<file path="src/rtl/exc_cap_pkg.sv">
package exc_cap_pkg;

    typedef enum logic [1:0] {
        HOLD_NONE = 2'd0,
        HOLD_ILL  = 2'd1,
        HOLD_OVF  = 2'd2
    } hold_e;

endpackage

</file>
<file path="src/rtl/exc_cap_classify.sv">
module exc_cap_classify #(
    parameter int N_ILL = 3
) (
    input  logic             grp_valid,
    input  logic [N_ILL-1:0] ill_evt,
    input  logic             ovf_evt,
    output logic             ill_hit,
    output logic             ovf_hit
);

    logic any_ill;

    generate
        if (N_ILL == 1) begin : g_single
            assign any_ill = ill_evt[0];
        end else begin : g_multi
            assign any_ill = |ill_evt;
        end
    endgenerate

    assign ill_hit = grp_valid & any_ill;
    assign ovf_hit = grp_valid & ovf_evt;

endmodule

</file>
<file path="src/rtl/exc_cap_fsm.sv">
module exc_cap_fsm
    import exc_cap_pkg::*;
(
    input  logic  clk,
    input  logic  rst_n,
    input  logic  ill_hit,
    input  logic  ovf_hit,
    input  logic  ack,
    output hold_e state,
    output logic  load
);

    hold_e base_st;
    hold_e next_st;

    // state register
    always_ff @(posedge clk) begin
        if (!rst_n) begin
            state <= HOLD_NONE;
        end else begin
            state <= next_st;
        end
    end

    // next state and load strobe; acknowledge applies before same-cycle events
    always_comb begin
        base_st = ack ? HOLD_NONE : state;
        next_st = base_st;
        load    = 1'b0;
        unique case (base_st)
            HOLD_NONE: begin
                if (ovf_hit) begin
                    next_st = HOLD_OVF;
                    load    = 1'b1;
                end else if (ill_hit) begin
                    next_st = HOLD_ILL;
                    load    = 1'b1;
                end
            end
            HOLD_ILL: begin
                if (ovf_hit) begin
                    next_st = HOLD_OVF;
                    load    = 1'b1;
                end
            end
            HOLD_OVF: begin
                if (ill_hit) begin
                    next_st = ovf_hit ? HOLD_OVF : HOLD_ILL;
                    load    = 1'b1;
                end
            end
            default: begin
                next_st = HOLD_NONE;
            end
        endcase
    end

    // simultaneous classes always end holding overflow
    a_r5_both_to_ovf: assert property (@(posedge clk) disable iff (!rst_n)
        (ill_hit && ovf_hit) |=> (state == HOLD_OVF));

    // acknowledge without an event returns to no held class
    a_r6_ack_clears: assert property (@(posedge clk) disable iff (!rst_n)
        (ack && !ill_hit && !ovf_hit) |=> (state == HOLD_NONE));

    // no qualified event and no acknowledge keeps the held class
    a_r7_idle_stable: assert property (@(posedge clk) disable iff (!rst_n)
        (!ack && !ill_hit && !ovf_hit) |=> $stable(state));

endmodule

</file>
<file path="src/rtl/exc_cap_reg.sv">
module exc_cap_reg #(
    parameter int ADDR_W = 32
) (
    input  logic              clk,
    input  logic              rst_n,
    input  logic              load,
    input  logic [ADDR_W-1:0] din,
    output logic [ADDR_W-1:0] q
);

    always_ff @(posedge clk) begin
        if (!rst_n) begin
            q <= '0;
        end else if (load) begin
            q <= din;
        end
    end

endmodule

</file>
<file path="src/rtl/exc_addr_capture.sv">
module exc_addr_capture
    import exc_cap_pkg::*;
#(
    parameter int ADDR_W = 32,
    parameter int N_ILL  = 3
) (
    input  logic              clk,
    input  logic              rst_n,
    input  logic [ADDR_W-1:0] grp_addr,
    input  logic              grp_valid,
    input  logic [N_ILL-1:0]  ill_evt,
    input  logic              ovf_evt,
    input  logic              exc_ack,
    output logic [ADDR_W-1:0] dbg_rd_data,
    output logic [ADDR_W-1:0] core_rd_data
);

    logic              ill_hit;
    logic              ovf_hit;
    logic              load;
    hold_e             state;
    logic [ADDR_W-1:0] held_addr;

    exc_cap_classify #(.N_ILL(N_ILL)) u_classify (
        .grp_valid (grp_valid),
        .ill_evt   (ill_evt),
        .ovf_evt   (ovf_evt),
        .ill_hit   (ill_hit),
        .ovf_hit   (ovf_hit)
    );

    exc_cap_fsm u_fsm (
        .clk     (clk),
        .rst_n   (rst_n),
        .ill_hit (ill_hit),
        .ovf_hit (ovf_hit),
        .ack     (exc_ack),
        .state   (state),
        .load    (load)
    );

    exc_cap_reg #(.ADDR_W(ADDR_W)) u_reg (
        .clk   (clk),
        .rst_n (rst_n),
        .load  (load),
        .din   (grp_addr),
        .q     (held_addr)
    );

    assign dbg_rd_data  = held_addr;
    assign core_rd_data = held_addr;

    // with nothing held, a qualified event captures the address
    a_r2_first_capture: assert property (@(posedge clk) disable iff (!rst_n)
        (state == HOLD_NONE && (ill_hit || ovf_hit)) |=> (dbg_rd_data == $past(grp_addr)));

    // repeat of the held illegal class keeps the value
    a_r3_ill_repeat: assert property (@(posedge clk) disable iff (!rst_n)
        (state == HOLD_ILL && !exc_ack && grp_valid && (|ill_evt) && !ovf_evt) |=> $stable(dbg_rd_data));

    // repeat of the held overflow class keeps the value
    a_r3_ovf_repeat: assert property (@(posedge clk) disable iff (!rst_n)
        (state == HOLD_OVF && !exc_ack && grp_valid && ovf_evt && !(|ill_evt)) |=> $stable(dbg_rd_data));

    // overflow replaces a held illegal entry
    a_r4_override: assert property (@(posedge clk) disable iff (!rst_n)
        (state == HOLD_ILL && grp_valid && ovf_evt) |=> (dbg_rd_data == $past(grp_addr)));

    // an event together with an acknowledge is captured
    a_r6_ack_and_event: assert property (@(posedge clk) disable iff (!rst_n)
        (exc_ack && (ill_hit || ovf_hit)) |=> (core_rd_data == $past(grp_addr)));

    // unqualified pulses change nothing
    a_r7_no_valid: assert property (@(posedge clk) disable iff (!rst_n)
        (!grp_valid) |=> $stable(core_rd_data));

    // both read ports agree
    a_r8_ports_equal: assert property (@(posedge clk) disable iff (!rst_n)
        (dbg_rd_data == core_rd_data));

endmodule

</file>
<file path="config.mk">
export PLATFORM = sky130hd
export DESIGN_NAME = exc_addr_capture
export DESIGN_NICKNAME = d
export VERILOG_FILES = /design/src/rtl/exc_cap_pkg.sv /design/src/rtl/exc_cap_classify.sv /design/src/rtl/exc_cap_fsm.sv /design/src/rtl/exc_cap_reg.sv /design/src/rtl/exc_addr_capture.sv
export SDC_FILE = /design/constraint.sdc
export NUM_CORES = 1
export LEC_CHECK = 0
export CORE_ASPECT_RATIO = 0.5
export CORE_MARGIN = 2
export CORE_UTILIZATION = 33
export CTS_CLUSTER_SIZE = 14
export DETAILED_ROUTE_END_ITERATION = 8
export GPL_TIMING_DRIVEN = 1
export HOLD_SLACK_MARGIN = 0.02
export PLACE_DENSITY = 0.84
export SETUP_SLACK_MARGIN = 0.15
export SYNTH_ARGS = -nofsm -noshare
export SYNTH_HDL_FRONTEND = slang
export SYNTH_SLANG_ARGS = --single-unit
export TNS_END_PERCENT = 50
</file>
<file path="constraint.sdc">
create_clock -name clk -period 1.2 [get_ports clk]
set_input_delay 0.18 -clock clk [delete_from_list [all_inputs] [get_ports clk]]
set_output_delay 0.18 -clock clk [all_outputs]
set_load 0.02 [all_outputs]
</file>
==> out/metrics.cfg <==
[floorplanning]
fp-row-count=18
core-area_sq_mm=0.00489
dieArea_sq_mm=0.00567
ios=104
die_y_um=54.2
start_util_pct=34.1
die-width_um=104

[timing]
max_freq_ghz=0.794
period_share_pct=105
fin_skew_ns=0.00613
relSlewSlack_pct=80.6
fin_setup_tns_ns=-0.886
fin_ws_ns=-0.0587
rsz0062_at_grt=yes
worstMarginPinSlew_ns=0.290
slew_viol_final=0
setup_viol=23
fin_crit_ns=1.26
hold_viol=0

[cells_and_area]
fillCellCount=460
syn2layout_area_growth_pct=47.2
final_cell_mix=65 x nand2_1, 62 x buf_2, 32 x clkdlybuf4s50_1, 32 x dfxtp_1, 31 x mux2i_1
fin_cells=335
diodes=0
drive_gt1_share_pct=35.1
final_common_cell=nand2_1
fin_area_sq_mm=0.00245
nNetsFinal=304

[clocking]
h-tree-depth=2
cts_hold_buffers=0
numCtsBuffers=5
cts.sinks=34
cts.clk_slew.worst_paths_ns=0.07
clkLatencyLatePin_ns=0.28
cts_tree=done
clockRootBuffer=clkbuf_8
cts.path.max_buffers=2

[synth]
syn_area_per_cell_sq_um=9.05
syn_inst=184
syn_area_sq_mm=0.00167
synth_warnings=0
syn-num-nets=224
seq_area_frac_synth_pct=40.9
yosysUniqueCellTypes=17
ys_ff_latch=34

[placement]
place.gp.congestion=0.747
port_buffers=103
place_area_sq_mm=0.00254
dp.cells=321
hpwl_um=3240

[grt]
grt-ovfl-total=0
antenna_found_initial=0
grt_use_total_pct=15.4
grt_max_degree=44
grt_pass1_wl_um=6820
first_global_vias=1445

[route]
drt-total-wl_um=4480
ant_nets=0
wl_per_cell_um=13.4
firstDrtPassIters=4
vias=1433
remaining_drc_errors=0
drtIter0Drc=37
vias_per_cell=4.28

[power_and_ir_drop]
pwr-share-seq_pct=40.2
swShare_pct=29.6
p_leak_uw=0.00124
power.density_mw_per_mm2=1300
ir_drop_mv=0.535
switchingPower_uw=944
clkPwrFrac_pct=32.6
power.internal_uw=2240
pwr-share-comb_pct=27.2

[worst_setup_path]
timing.rr.start=u_fsm.state[1]
crit_start=u_fsm.state[1]
worst-setup-path-type=reg -> reg
worstPathRequired_ns=1.37
crit_path_max_fanout=7
reg2reg_slack_ns=-0.06
reg2reg_depth=5
cp-start-kind=register
r2r-end=u_reg.q[17]
cp-endpoint=u_reg.q[17]
arrival_ns=1.43
crit_path_end_kind=register

[run]
cap_viol_max_count=0

[run_status]
failed_checks=negative setup slack
status=complete, but fails checks

[hold_path]
holdCritPathClass=in -> reg

## layout make-up
cell class / count / area [sq um] / area share, %
well taps: 70 / 87.6 / 3.57
multi-input cells: 106 / 669 / 27.3
inverters: 1 / 3.75 / 0.153
clock inverters: 2 / 37.5 / 1.53
repair buffers: 116 / 897 / 36.6
clock buffers: 6 / 72.6 / 2.96
flip-flops and latches: 34 / 683 / 27.9
## through the flow
stage	hold slack [ns]	setup slack [ns]	power (uW)	util, %
after global placement	0.426	-0.372	2240	52.0
after detailed placement	0.458	-0.460	2270	52.0
final	0.288	-0.0587	3190	50.2
after global routing	0.299	-0.0851	3320	50.2
after CTS	0.278	-0.0483	3190	49.7
after floorplan	0.319	0.0879	1880	-
## worst min-delay path by stage
stage,start,endpoint,cells past startpoint
2_1_floorplan,grp_addr[0],u_reg.q[0],2
4_1_cts,rst_n,u_fsm.state[1],3
3_3_place_gp,u_fsm.state[0],u_fsm.state[1],1
5_1_grt,rst_n,u_fsm.state[1],3
6_report,rst_n,u_fsm.state[1],3
3_5_place_dp,u_fsm.state[0],u_fsm.state[1],1
## cells in the mapped netlist, drive strengths merged
cell type | count | area share, %
a221oi | 1 | 0.53
nor2b | 3 | 1.1
clkbuf | 4 | 0.90
o211a | 1 | 0.60
o22a | 1 | 0.53
o31ai | 1 | 1.3
inv | 1 | 0.23
nor2 | 1 | 0.23
nand2 | 66 | 15
mux2i | 32 | 19
dfxtp | 34 | 41
buf | 39 | 19
## critical path, cell delays in order (launching register included)
cell and delay, ns:
dfxtp_2 0.33, nor2b_4 0.13, o22a_4 0.27, buf_12 0.14
buf_12 0.13, mux2i_2 0.15
## power by group through the flow
stage	Sequential (uW)	Clock, uW	Combinational, uW
4_1_cts	1280	1040	867
3_3_place_gp	1310	0	929
6_report	1280	1040	867
3_5_place_dp	1310	0	951
5_1_grt	1300	1100	918
2_1_floorplan	1410	0	471
## flip-flops by register name, summed over array words and instances, names as in the netlist
name	cells
u_fsm.state	2
u_reg.q	32
## repair_timing
item                                   in CTS  in global routing
endpoints found under the hold margin       0                  0
pin swaps                                   2                  1
gates cloned                                2                  0
setup endpoints to repair                  98                 36
buffers inserted                            3                  1
gates resized for setup                   264                  8
## routing by layer
metal	share of wire [%]	global-route usage, %
met1	39	15.8
met2	57	32.0
met3	2.4	2.74
met4	1.7	7.88
met5	0	0
## logic make-up after synthesis
family | after synthesis | synth area share, %
AND/OR/NAND/NOR | 70 | 16.4
flip-flops | 34 | 40.9
multiplexers | 32 | 19.2
AO/OA/AOI/OAI | 4 | 2.93
buffers and inverters | 44 | 20.6
No activity file was read; power rests on OpenSTA's default activity.
